[src/rtl/inj_seq_pkg.sv]
// Shared encodings and helper functions for the injected sequencer.
// Assumes resolution codes map 00/01/10/11 to 12/10/8/6 bits.
package inj_seq_pkg;

    typedef enum logic [1:0] {
        EDGE_OFF  = 2'b00,
        EDGE_RISE = 2'b01,
        EDGE_FALL = 2'b10,
        EDGE_BOTH = 2'b11
    } edge_sel_e;

    typedef enum logic [1:0] {
        RES_12 = 2'b00,
        RES_10 = 2'b01,
        RES_8  = 2'b10,
        RES_6  = 2'b11
    } res_sel_e;

    // Processing cycles that follow sampling, per resolution code.
    function automatic logic [3:0] proc_cycles(input logic [1:0] res);
        case (res_sel_e'(res))
            RES_12:  return 4'd12;
            RES_10:  return 4'd11;
            RES_8:   return 4'd9;
            default: return 4'd7;
        endcase
    endfunction

endpackage

[src/rtl/inj_trig_detect.sv]
// Turns the selected trigger source into a one-cycle start request.
// Assumes sw_start is already a clean pulse and ext_trig is synchronous.
module inj_trig_detect
    import inj_seq_pkg::*;
(
    input  logic       clk,
    input  logic       rst_n,
    input  logic       ext_trig,
    input  logic [1:0] edge_sel,
    input  logic       sw_sel,
    input  logic       sw_start,
    output logic       trig_hit
);

    logic ext_q;
    logic rise;
    logic fall;
    logic edge_hit;

    // Remember the line value of the previous cycle for edge detection.
    always_ff @(posedge clk) begin
        if (!rst_n) ext_q <= 1'b0;
        else        ext_q <= ext_trig;
    end

    assign rise = ext_trig & ~ext_q;
    assign fall = ~ext_trig & ext_q;

    // Pick the edge(s) that count as a trigger.
    always_comb begin
        case (edge_sel_e'(edge_sel))
            EDGE_RISE: edge_hit = rise;
            EDGE_FALL: edge_hit = fall;
            EDGE_BOTH: edge_hit = rise | fall;
            default:   edge_hit = 1'b0;
        endcase
    end

    assign trig_hit = sw_sel ? sw_start : edge_hit;

endmodule

[src/rtl/inj_conv_timer.sv]
// Abstract converter: stays busy for sampling plus processing cycles.
// Assumes smp and res stay stable while busy; total is at least 7.
module inj_conv_timer
    import inj_seq_pkg::*;
#(
    parameter int SMP_W = 8,
    localparam int CNT_W = SMP_W + 1
) (
    input  logic             clk,
    input  logic             rst_n,
    input  logic             start,
    input  logic [SMP_W-1:0] smp,
    input  logic [1:0]       res,
    output logic             busy,
    output logic             done
);

    logic [CNT_W-1:0] cnt_q;
    logic [CNT_W-1:0] total;
    logic             busy_q;

    assign total = CNT_W'(smp) + CNT_W'(proc_cycles(res));

    // Load on start, count down while busy, drop busy after the last cycle.
    always_ff @(posedge clk) begin
        if (!rst_n) begin
            busy_q <= 1'b0;
            cnt_q  <= '0;
        end else if (start) begin
            busy_q <= 1'b1;
            cnt_q  <= total - CNT_W'(1);
        end else if (busy_q && cnt_q == '0) begin
            busy_q <= 1'b0;
        end else if (busy_q) begin
            cnt_q  <= cnt_q - CNT_W'(1);
        end
    end

    assign busy = busy_q;
    assign done = busy_q && (cnt_q == '0);

endmodule

[src/rtl/inj_rank_ctrl.sv]
// Rank pointer, start arbitration, chaining and end-of-sequence pulse.
// Assumes length and mode inputs are stable while a sequence is open.
module inj_rank_ctrl #(
    parameter int RANK_W = 2
) (
    input  logic              clk,
    input  logic              rst_n,
    input  logic              trig_hit,
    input  logic              auto_hit,
    input  logic              busy,
    input  logic              done,
    input  logic [RANK_W-1:0] len_m1,
    input  logic              scan_en,
    input  logic              disc_eff,
    output logic              conv_start,
    output logic [RANK_W-1:0] rank_ptr,
    output logic              store_en,
    output logic              eos
);

    logic [RANK_W-1:0] ptr_q;
    logic [RANK_W-1:0] last_rank;
    logic              at_last;
    logic              chain;
    logic              eos_q;

    assign last_rank = scan_en ? len_m1 : '0;
    assign at_last   = (ptr_q == last_rank);
    assign chain     = done & ~at_last & ~disc_eff;
    // New requests only count while idle; chained ranks start at done.
    assign conv_start = (~busy & (trig_hit | auto_hit)) | chain;

    // Advance or wrap the pointer when a rank finishes.
    always_ff @(posedge clk) begin
        if (!rst_n)    ptr_q <= '0;
        else if (done) ptr_q <= at_last ? '0 : ptr_q + RANK_W'(1);
    end

    // One-cycle pulse after the final rank is stored.
    always_ff @(posedge clk) begin
        if (!rst_n) eos_q <= 1'b0;
        else        eos_q <= done & at_last;
    end

    assign rank_ptr = ptr_q;
    assign store_en = done;
    assign eos      = eos_q;

endmodule

[src/rtl/inj_result_bank.sv]
// Per-rank signed result registers holding sample minus offset.
// Assumes RES_W is wider than RAW_W so the sign bit is never lost.
module inj_result_bank #(
    parameter int N_RANKS = 4,
    parameter int RAW_W   = 12,
    parameter int RES_W   = 16,
    localparam int RANK_W = $clog2(N_RANKS)
) (
    input  logic                     clk,
    input  logic                     rst_n,
    input  logic                     store_en,
    input  logic [RANK_W-1:0]        store_rank,
    input  logic [RAW_W-1:0]         raw,
    input  logic [RAW_W-1:0]         offset,
    output logic [N_RANKS*RES_W-1:0] res_flat
);

    logic [RES_W-1:0] diff;

    assign diff = {{(RES_W-RAW_W){1'b0}}, raw} - {{(RES_W-RAW_W){1'b0}}, offset};

    for (genvar g = 0; g < N_RANKS; g++) begin : g_rank
        logic [RES_W-1:0] res_q;
        // Capture the difference when this rank completes.
        always_ff @(posedge clk) begin
            if (!rst_n)
                res_q <= '0;
            else if (store_en && store_rank == RANK_W'(g))
                res_q <= diff;
        end
        assign res_flat[g*RES_W +: RES_W] = res_q;
    end

endmodule

[src/rtl/inj_seq_ctrl.sv]
// Top of the injected group sequencer: trigger selection, rank stepping,
// converter timing and result storage. Assumes configuration is static
// while a sequence (or a partly done discontinuous sequence) is open.
module inj_seq_ctrl #(
    parameter int N_RANKS = 4,
    parameter int CH_W    = 5,
    parameter int RAW_W   = 12,
    parameter int RES_W   = 16,
    parameter int SMP_W   = 8,
    localparam int RANK_W = $clog2(N_RANKS)
) (
    input  logic                     clk,
    input  logic                     rst_n,
    input  logic [RANK_W-1:0]        cfg_len_m1,
    input  logic [N_RANKS*CH_W-1:0]  cfg_slots,
    input  logic [N_RANKS*RAW_W-1:0] cfg_offsets,
    input  logic                     cfg_sw_sel,
    input  logic [1:0]               cfg_edge,
    input  logic                     cfg_scan_en,
    input  logic                     cfg_cont_en,
    input  logic                     cfg_disc_en,
    input  logic                     cfg_auto_en,
    input  logic [1:0]               cfg_res,
    input  logic [SMP_W-1:0]         cfg_smp,
    input  logic                     sw_start,
    input  logic                     ext_trig,
    input  logic                     reg_seq_done,
    input  logic [RAW_W-1:0]         sample_in,
    output logic                     conv_busy,
    output logic [CH_W-1:0]          conv_chan,
    output logic [RANK_W-1:0]        conv_rank,
    output logic [N_RANKS*RES_W-1:0] res_flat,
    output logic                     seq_eos
);

    logic              trig_hit;
    logic              auto_hit;
    logic              disc_eff;
    logic              conv_start;
    logic              tmr_done;
    logic              store_en;
    logic [RANK_W-1:0] rank_ptr;
    logic [RANK_W:0]   slot_idx;
    logic [2:0]        drop_bits;
    logic [RAW_W-1:0]  kept_raw;
    logic [RAW_W-1:0]  rank_off;

    // Discontinuous stepping only applies with scan on and continuous off.
    assign disc_eff = cfg_disc_en & cfg_scan_en & ~cfg_cont_en;
    // Chaining after the regular group needs software start, no stepping.
    assign auto_hit = reg_seq_done & cfg_auto_en & ~cfg_disc_en & cfg_sw_sel;

    inj_trig_detect u_trig (
        .clk      (clk),
        .rst_n    (rst_n),
        .ext_trig (ext_trig),
        .edge_sel (cfg_edge),
        .sw_sel   (cfg_sw_sel),
        .sw_start (sw_start),
        .trig_hit (trig_hit)
    );

    inj_rank_ctrl #(.RANK_W(RANK_W)) u_rank (
        .clk        (clk),
        .rst_n      (rst_n),
        .trig_hit   (trig_hit),
        .auto_hit   (auto_hit),
        .busy       (conv_busy),
        .done       (tmr_done),
        .len_m1     (cfg_len_m1),
        .scan_en    (cfg_scan_en),
        .disc_eff   (disc_eff),
        .conv_start (conv_start),
        .rank_ptr   (rank_ptr),
        .store_en   (store_en),
        .eos        (seq_eos)
    );

    inj_conv_timer #(.SMP_W(SMP_W)) u_timer (
        .clk   (clk),
        .rst_n (rst_n),
        .start (conv_start),
        .smp   (cfg_smp),
        .res   (cfg_res),
        .busy  (conv_busy),
        .done  (tmr_done)
    );

    // Right-aligned slot lookup: rank r of L reads slot r + N - L.
    assign slot_idx  = {1'b0, rank_ptr} + (RANK_W+1)'(N_RANKS-1) - {1'b0, cfg_len_m1};
    assign conv_chan = cfg_slots[int'(slot_idx)*CH_W +: CH_W];
    assign conv_rank = rank_ptr;

    // Keep only the bits the selected resolution produces.
    assign drop_bits = {cfg_res, 1'b0};
    assign kept_raw  = sample_in & ({RAW_W{1'b1}} >> drop_bits);
    assign rank_off  = cfg_offsets[int'(rank_ptr)*RAW_W +: RAW_W];

    inj_result_bank #(
        .N_RANKS (N_RANKS),
        .RAW_W   (RAW_W),
        .RES_W   (RES_W)
    ) u_bank (
        .clk        (clk),
        .rst_n      (rst_n),
        .store_en   (store_en),
        .store_rank (rank_ptr),
        .raw        (kept_raw),
        .offset     (rank_off),
        .res_flat   (res_flat)
    );

endmodule

[config.mk]
export PLATFORM = sky130hd
export DESIGN_NAME = inj_seq_ctrl
export DESIGN_NICKNAME = d
export VERILOG_FILES = /design/src/rtl/inj_seq_pkg.sv /design/src/rtl/inj_trig_detect.sv /design/src/rtl/inj_conv_timer.sv /design/src/rtl/inj_rank_ctrl.sv /design/src/rtl/inj_result_bank.sv /design/src/rtl/inj_seq_ctrl.sv
export SDC_FILE = /design/constraint.sdc
export NUM_CORES = 1
export LEC_CHECK = 0
export ABC_AREA = 0
export BUFFER_PORTS_ARGS = -buffer_cell sky130_fd_sc_hd__buf_2
export CAP_MARGIN = 40
export CORE_MARGIN = 10
export CORE_UTILIZATION = 42
export CTS_CLUSTER_DIAMETER = 40
export DETAILED_ROUTE_END_ITERATION = 7
export PLACE_DENSITY = 0.81
export REMOVE_ABC_BUFFERS = 1
export SETUP_SLACK_MARGIN = 0.5
export SLEW_MARGIN = 20
export SYNTH_ARGS = -nofsm -noshare
export SYNTH_HDL_FRONTEND = slang
export SYNTH_HIERARCHICAL = 1
export SYNTH_SLANG_ARGS = --single-unit
[constraint.sdc]
create_clock -name clk -period 2.7 [get_ports clk]
set_input_delay 0.135 -clock clk [delete_from_list [all_inputs] [get_ports clk]]
set_output_delay 0.135 -clock clk [all_outputs]
set_load 0.1 [all_outputs]
======== Yosys cells after proc, flatten, opt, wreduce, memory -nomap -nowiden ========
Cells that the tools add are included.
storage, ports and cells
  word-level logic and storage cells ...... 74
  flip-flop bits (word level) ............. 78
  input port bits ......................... 104
  output and inout port bits .............. 73
cells by class
  $add $sub $neg .......................... 7
  bitwise logic cells ..................... 22
  multiply operators ...................... 2
  mux-type cells .......................... 10
  reduce and logical (&&, ||, !) cells .... 11
  shift-type cells ........................ 3
  equal/unequal tests ..................... 10
operators by type and width
  cell                                                                    count
  48-bit by 7-bit indexed part select with 12-bit output                  1
  9-bit two-way mux                                                       3
  20-bit by 7-bit indexed part select with 5-bit output                   1
  9-bit by 1-bit subtractor with 9-bit output (second input constant)     2
  12-bit by 12-bit subtractor with 13-bit output                          1
  12-bit bitwise AND                                                      1
  4-bit one-hot mux with 3 select lines                                   1
  12-bit by 3-bit >> shifter with 12-bit output (first input constant)    1
  1-bit bitwise AND                                                       11
  2-bit equality test (second input constant)                             5
  8-bit by 4-bit adder with 9-bit output                                  1
  9-bit zero test                                                         1
  1-bit NOT                                                               7
  2-bit by 1-bit equality test with 1-bit output (second input constant)  3
  3-bit by 3-bit multiplier with 6-bit output (second input constant)     1
  1-bit logical AND                                                       5
  2-bit zero test                                                         2
  2-bit by 2-bit multiplier with 4-bit output (second input constant)     1
  2-bit two-way mux                                                       2
  2-bit nonzero test                                                      2
  2-bit by 2-bit adder with 3-bit output (second input constant)          1
  1-bit two-way mux                                                       3
  1-bit OR                                                                3
  1-bit one-hot mux with 3 select lines                                   1
  5 further kinds                                                         5

======== Longest topological paths before layout ========
  depth after elaboration ................. 10
  gate-level depth with buffers ........... 12
  mapped depth without buffers ............ 12

======== Hierarchy ========
The synthesis kept the hierarchy.
by module, submodules not included
  module           seq. area each (µm²)  times used  area each (µm²)  cells an instance
  inj_result_bank  1041.0                1           2778.9           335
  inj_conv_timer   200.2                 1           1111.1           141
  inj_seq_ctrl     0.0                   1           545.5            45
  inj_rank_ctrl    60.1                  1           230.2            25
  inj_trig_detect  20.0                  1           97.6             13

======== Worst setup path after synthesis ========
Ideal clock, no wire load.
  kind .................................... reg2out
  start point ............................. register u_rank.ptr_q[0], in the netlist u_rank/rank_ptr[0]
  end point ............................... output conv_chan[0]
  buffers on the path ..................... 1
  stages on the path, launching flop included .. 6
  required time ........................... 2565 ps
  data arrival time ....................... 3666 ps
  slack ................................... -1101 ps
  cell sequence ........................... dfxtp_1 > ha_1 > fa_1 > buf_4 > mux2i_1 > o22ai_1
between the ends
  word-level cells in the longest chain between the ends .. 4
ends and longest elaborated chain
  element                                                line                 text
  start, declared                                        inj_rank_ctrl.sv:21  logic [RANK_W-1:0] ptr_q;
  start signal, assigned                                 inj_rank_ctrl.sv:36  else if (done) ptr_q <= at_last ? '0 : ptr_q + RANK_W'(1);
  2-bit by 2-bit adder with 3-bit output                 inj_seq_ctrl.sv:90   assign slot_idx = {1'b0, rank_ptr} + (RANK_W+1)'(N_RANKS-1) - {1'b0, cfg_len_m1};
  3-bit by 2-bit subtractor with 3-bit output            inj_seq_ctrl.sv:90
  3-bit by 3-bit multiplier with 6-bit output            inj_seq_ctrl.sv:91   assign conv_chan = cfg_slots[int'(slot_idx)*CH_W +: CH_W];
  20-bit by 7-bit indexed part select with 5-bit output  inj_seq_ctrl.sv:91
  end, declared                                          inj_seq_ctrl.sv:30   output logic [CH_W-1:0] conv_chan,
No other way between the ends.

======== Worst setup path in the final report ========
  start point ............................. register u_rank.ptr_q[0], in the netlist u_rank/rank_ptr[0]
  end point ............................... register u_bank.g_rank[2].res_q[12]
between the ends
  word-level cells in the longest chain between the ends .. 3
  elaborated cells on any way between the ends .. 5
  those cells by class .................... add/sub (1); mul (1); eq/ne (1); shift (1); reduce/logical (1)
ends and longest elaborated chain
  element                                                 line                   text
  2-bit by 2-bit multiplier with 4-bit output             inj_seq_ctrl.sv:97     assign rank_off = cfg_offsets[int'(rank_ptr)*RAW_W +: RAW_W];
  48-bit by 7-bit indexed part select with 12-bit output  inj_seq_ctrl.sv:97
  named net rank_off[0]                                   inj_seq_ctrl.sv:46     logic [RAW_W-1:0] rank_off;
  12-bit by 12-bit subtractor with 13-bit output          inj_result_bank.sv:20  assign diff = {{(RES_W-RAW_W){1'b0}}, raw} - {{(RES_W-RAW_W){1'b0}}, offset};
  end signal, assigned                                    inj_result_bank.sv:29  res_q <= diff;
  end, declared                                           inj_result_bank.sv:23  logic [RES_W-1:0] res_q;
The timed path passes the listed nets, and every way through them passes these cells.
A chain may end at the register's enable or synchronous reset.

==> impl_metrics.toml <==
[min_path]
min_from = "ext_trig"
hp-class = "input port to flop"

[timing]
fin_crit_ns = 2.56
setup_violations = 0
finClkSkew_ns = 0.0109
post-route-period-util_pct = 94.7
fmax_mhz = 391
hold_viol_final = 0
slew_violations = 0
slew-limit-headroom_pct = 42.2
rsz0062_at_grt = "true"
worst_pin_slew_ns = 0.859

[yosys]
synth_edf_count = 0
yosysTopAreaCellShare_pct = 27.7
synth_area_mm2 = 0.00476
synth_area_leaders = "dfxtp_1 (28%), ha_1 (7.9%), mux4_2 (4.7%), nand2_1 (4.0%), nand3_1 (3.9%)"
yosys_register_bits = 66
synth-main-ff-cell = "dfxtp_1"
yosys.cell_count.top_type = "dfxtp_1"
syn_area_per_cell_um2 = 8.52
yosysUniqueCellTypes = 71
ys_warn_count = 6
synthCells = 559
synth_largest_area_cell = "dfxtp_1"
synthArstFlopShare_pct = 0
yosysSeqAreaShare_pct = 27.7
ys_top_cells_by_count = "dfxtp_1 (66), nand2_1 (51), inv_1 (47)"

[setup_path]
startpoint_type = "flop"
crit_path_cell_trace = "mux4_2, ha_4, fa_2, nand2b_4, a21oi_2, buf_6, o2111ai_1, nand4_1, o21ai_0"
crit_path_top_delay_cell = "mux4_2"
critPathKind = "flop to flop"
crit_fanout = 5
arrival_ns = 2.77
crit_path_start = "u_rank/rank_ptr[0]$_SDFFE_PN0P_"
worstSetupEndpoint = "u_bank/g_rank[2].res_q[12]$_SDFFE_PN0P_"
end_kind = "flop"
cp_data_required_time_ns = 2.91
reg2reg_slack_ns = 0.14
max_stage_delay_ns = 0.53
crit_family = "adder cells"
rr_startpoint = "u_rank/rank_ptr[0]$_SDFFE_PN0P_"
worstReg2RegEnd = "u_bank/g_rank[2].res_q[12]$_SDFFE_PN0P_"
reg2reg_depth = 9
cp_num_buf_inv = 1
cp.depth = 9

[cts]
clockBufferDepth = 2
clock_latency_ns = 0.34
cts.sinks = 66
cts_hold_repair.buffers = 0
cts_max_level = 3
cts_tree = "yes"
cts_buffers = 9
cts.clk_slew.worst_paths_ns = 0.06
root_buffer = "clkbuf_16"

[drt]
route.detailed.drc = 0
drtPass1Iterations = 7
wl_mm = 19.7
post_drt_via_cell_ratio = 6.02
wl_per_cell_um = 21.1
via_count = 5620
final_antenna_net_count = 0
drt_iter0_drc = 575

[cells_and_area]
final_util_pct = 66.0
layout.cells.non_filler = 933
syn2layout_area_growth_pct = 52.3
nets = 923
layout-drive-gt1-share_pct = 49.2

[global_route]
grt_max_degree = 62
antenna_found_initial = 3
globalRoute.totalOverflow = 0
first_global_vias = 5546
grt_usage_pct = 21.0
grt_pass1_wl_mm = 28.0

[pwr]
power_density_mw_per_mm2 = 573
p_total_mw = 4.16
p_leak_nw = 3.40
max-vdd-ir-drop_mv = 0.396

[die]
io_pins = 177
die_area_mm2 = 0.0160
start_util_pct = 43.4
die_w_um = 126
core_area_mm2 = 0.0110
die_y_um = 126
num_rows = 38

[run]
drv_cap = 0

[placed_design]
dp_hpwl_mm = 12.1
place.port_buffers = 176
dp.cells = 871
place.gp.congestion = 0.924

[status]
status = "complete, no violations"
layer usage:
| layer | global-route usage (%) | vias to the layer above | wire length (µm) |
|---|---|---|---|
| li1 | - | 2490 | - |
| met1 | 22.9 | 2642 | 7270 |
| met2 | 35.3 | 400 | 9250 |
| met3 | 7.04 | 86 | 2100 |
| met4 | 11.7 | 2 | 1060 |
| met5 | 0 | - | 7 |
where the power goes:
group          switching, mW  internal, mW
sequential            0.0591          1.03
clock                  0.475         0.722
combinational           1.08         0.796
registers in the layout, indices dropped and copies added, names as in the netlist:
signal               count
u_rank/eos               1
u_trig/ext_q             1
u_timer/busy             1
u_bank/g_rank.res_q     52
u_rank/rank_ptr          2
u_timer/cnt_q            9
worst min path at each step:
| stage | end | slack [ns] | depth (start not counted) |
|---|---|---|---|
| 5_1_grt | u_trig/ext_q$_SDFF_PN0_ | 0.06 | 2 |
| 3_5_place_dp | u_trig/ext_q$_SDFF_PN0_ | 0.39 | 2 |
| 6_report | u_trig/ext_q$_SDFF_PN0_ | 0.03 | 2 |
| 3_3_place_gp | u_trig/ext_q$_SDFF_PN0_ | 0.37 | 2 |
| 2_1_floorplan | u_bank/g_rank[0].res_q[12]$_SDFFE_PN0P_ | 0.24 | 2 |
| 4_1_cts | u_trig/ext_q$_SDFF_PN0_ | 0.04 | 2 |
cells in the final DEF, fill, tap and decap left out, drive strengths merged, types with 3 or more instances in the layout:
master | Yosys | routed
a211o | 4 | 4
a211oi | 3 | 3
a21boi | 7 | 7
a21o | 5 | 5
a21oi | 21 | 21
a31oi | 13 | 13
a32oi | 4 | 4
and3 | 6 | 6
buf | 30 | 255
clkbuf | 9 | 9
clkinv | 0 | 3
dfxtp | 66 | 66
fa | 3 | 3
ha | 30 | 30
inv | 47 | 48
mux2i | 13 | 13
mux4 | 12 | 12
nand2 | 51 | 51
nand2b | 13 | 13
nand3 | 37 | 37
nand3b | 5 | 5
nand4 | 8 | 8
nor2 | 20 | 20
nor2b | 10 | 10
nor3 | 12 | 12
nor3b | 5 | 5
o2111ai | 3 | 3
o211a | 11 | 11
o211ai | 8 | 8
o21a | 5 | 5
o21ai | 42 | 42
o22ai | 6 | 6
o311ai | 5 | 5
o31ai | 3 | 3
or2 | 7 | 7
or3b | 3 | 3
xnor2 | 4 | 4
xor2 | 5 | 5
through the flow:
stage          hold WS, ns  setup TNS, ns  cell area (µm²)  setup WS [ns]
2_1_floorplan        0.244         -58.62             4520          -1.68
3_3_place_gp         0.369              0             5940         0.0430
3_5_place_dp         0.394        -0.0127             5940       -0.00792
4_1_cts             0.0438              0             6890          0.189
5_1_grt             0.0552              0             7250         0.0354
6_report            0.0349              0             7250          0.143
area by class of cell:
cell class / instances / area, µm²
diodes: 2 / 5.00
inverters: 47 / 183
repair buffers: 255 / 1730
flip-flops and latches: 66 / 1330
multi-input cells: 407 / 3530
fillers: 819 / 3730
well taps: 140 / 175
clock buffers: 9 / 225
clock inverters: 7 / 77.6
logic make-up after synthesis:
| kind of cell | after synthesis | synth area share, % |
|---|---|---|
| AO/OA/AOI/OAI | 152 | 23.0 |
| XOR/XNOR | 9 | 1.65 |
| adder cells (fa/ha/maj) | 33 | 9.14 |
| buffers and inverters | 86 | 8.83 |
| flip-flops | 66 | 27.7 |
| multiplexers | 25 | 8.56 |
| AND/OR/NAND/NOR | 188 | 21.0 |
what timing repair did:
action	in CTS	in global routing
pin swaps	37	35
gates resized for setup	86	71
buffers inserted	28	13
setup endpoints to repair	61	61
gates cloned	3	0
Power figures use the tool's default switching activity.
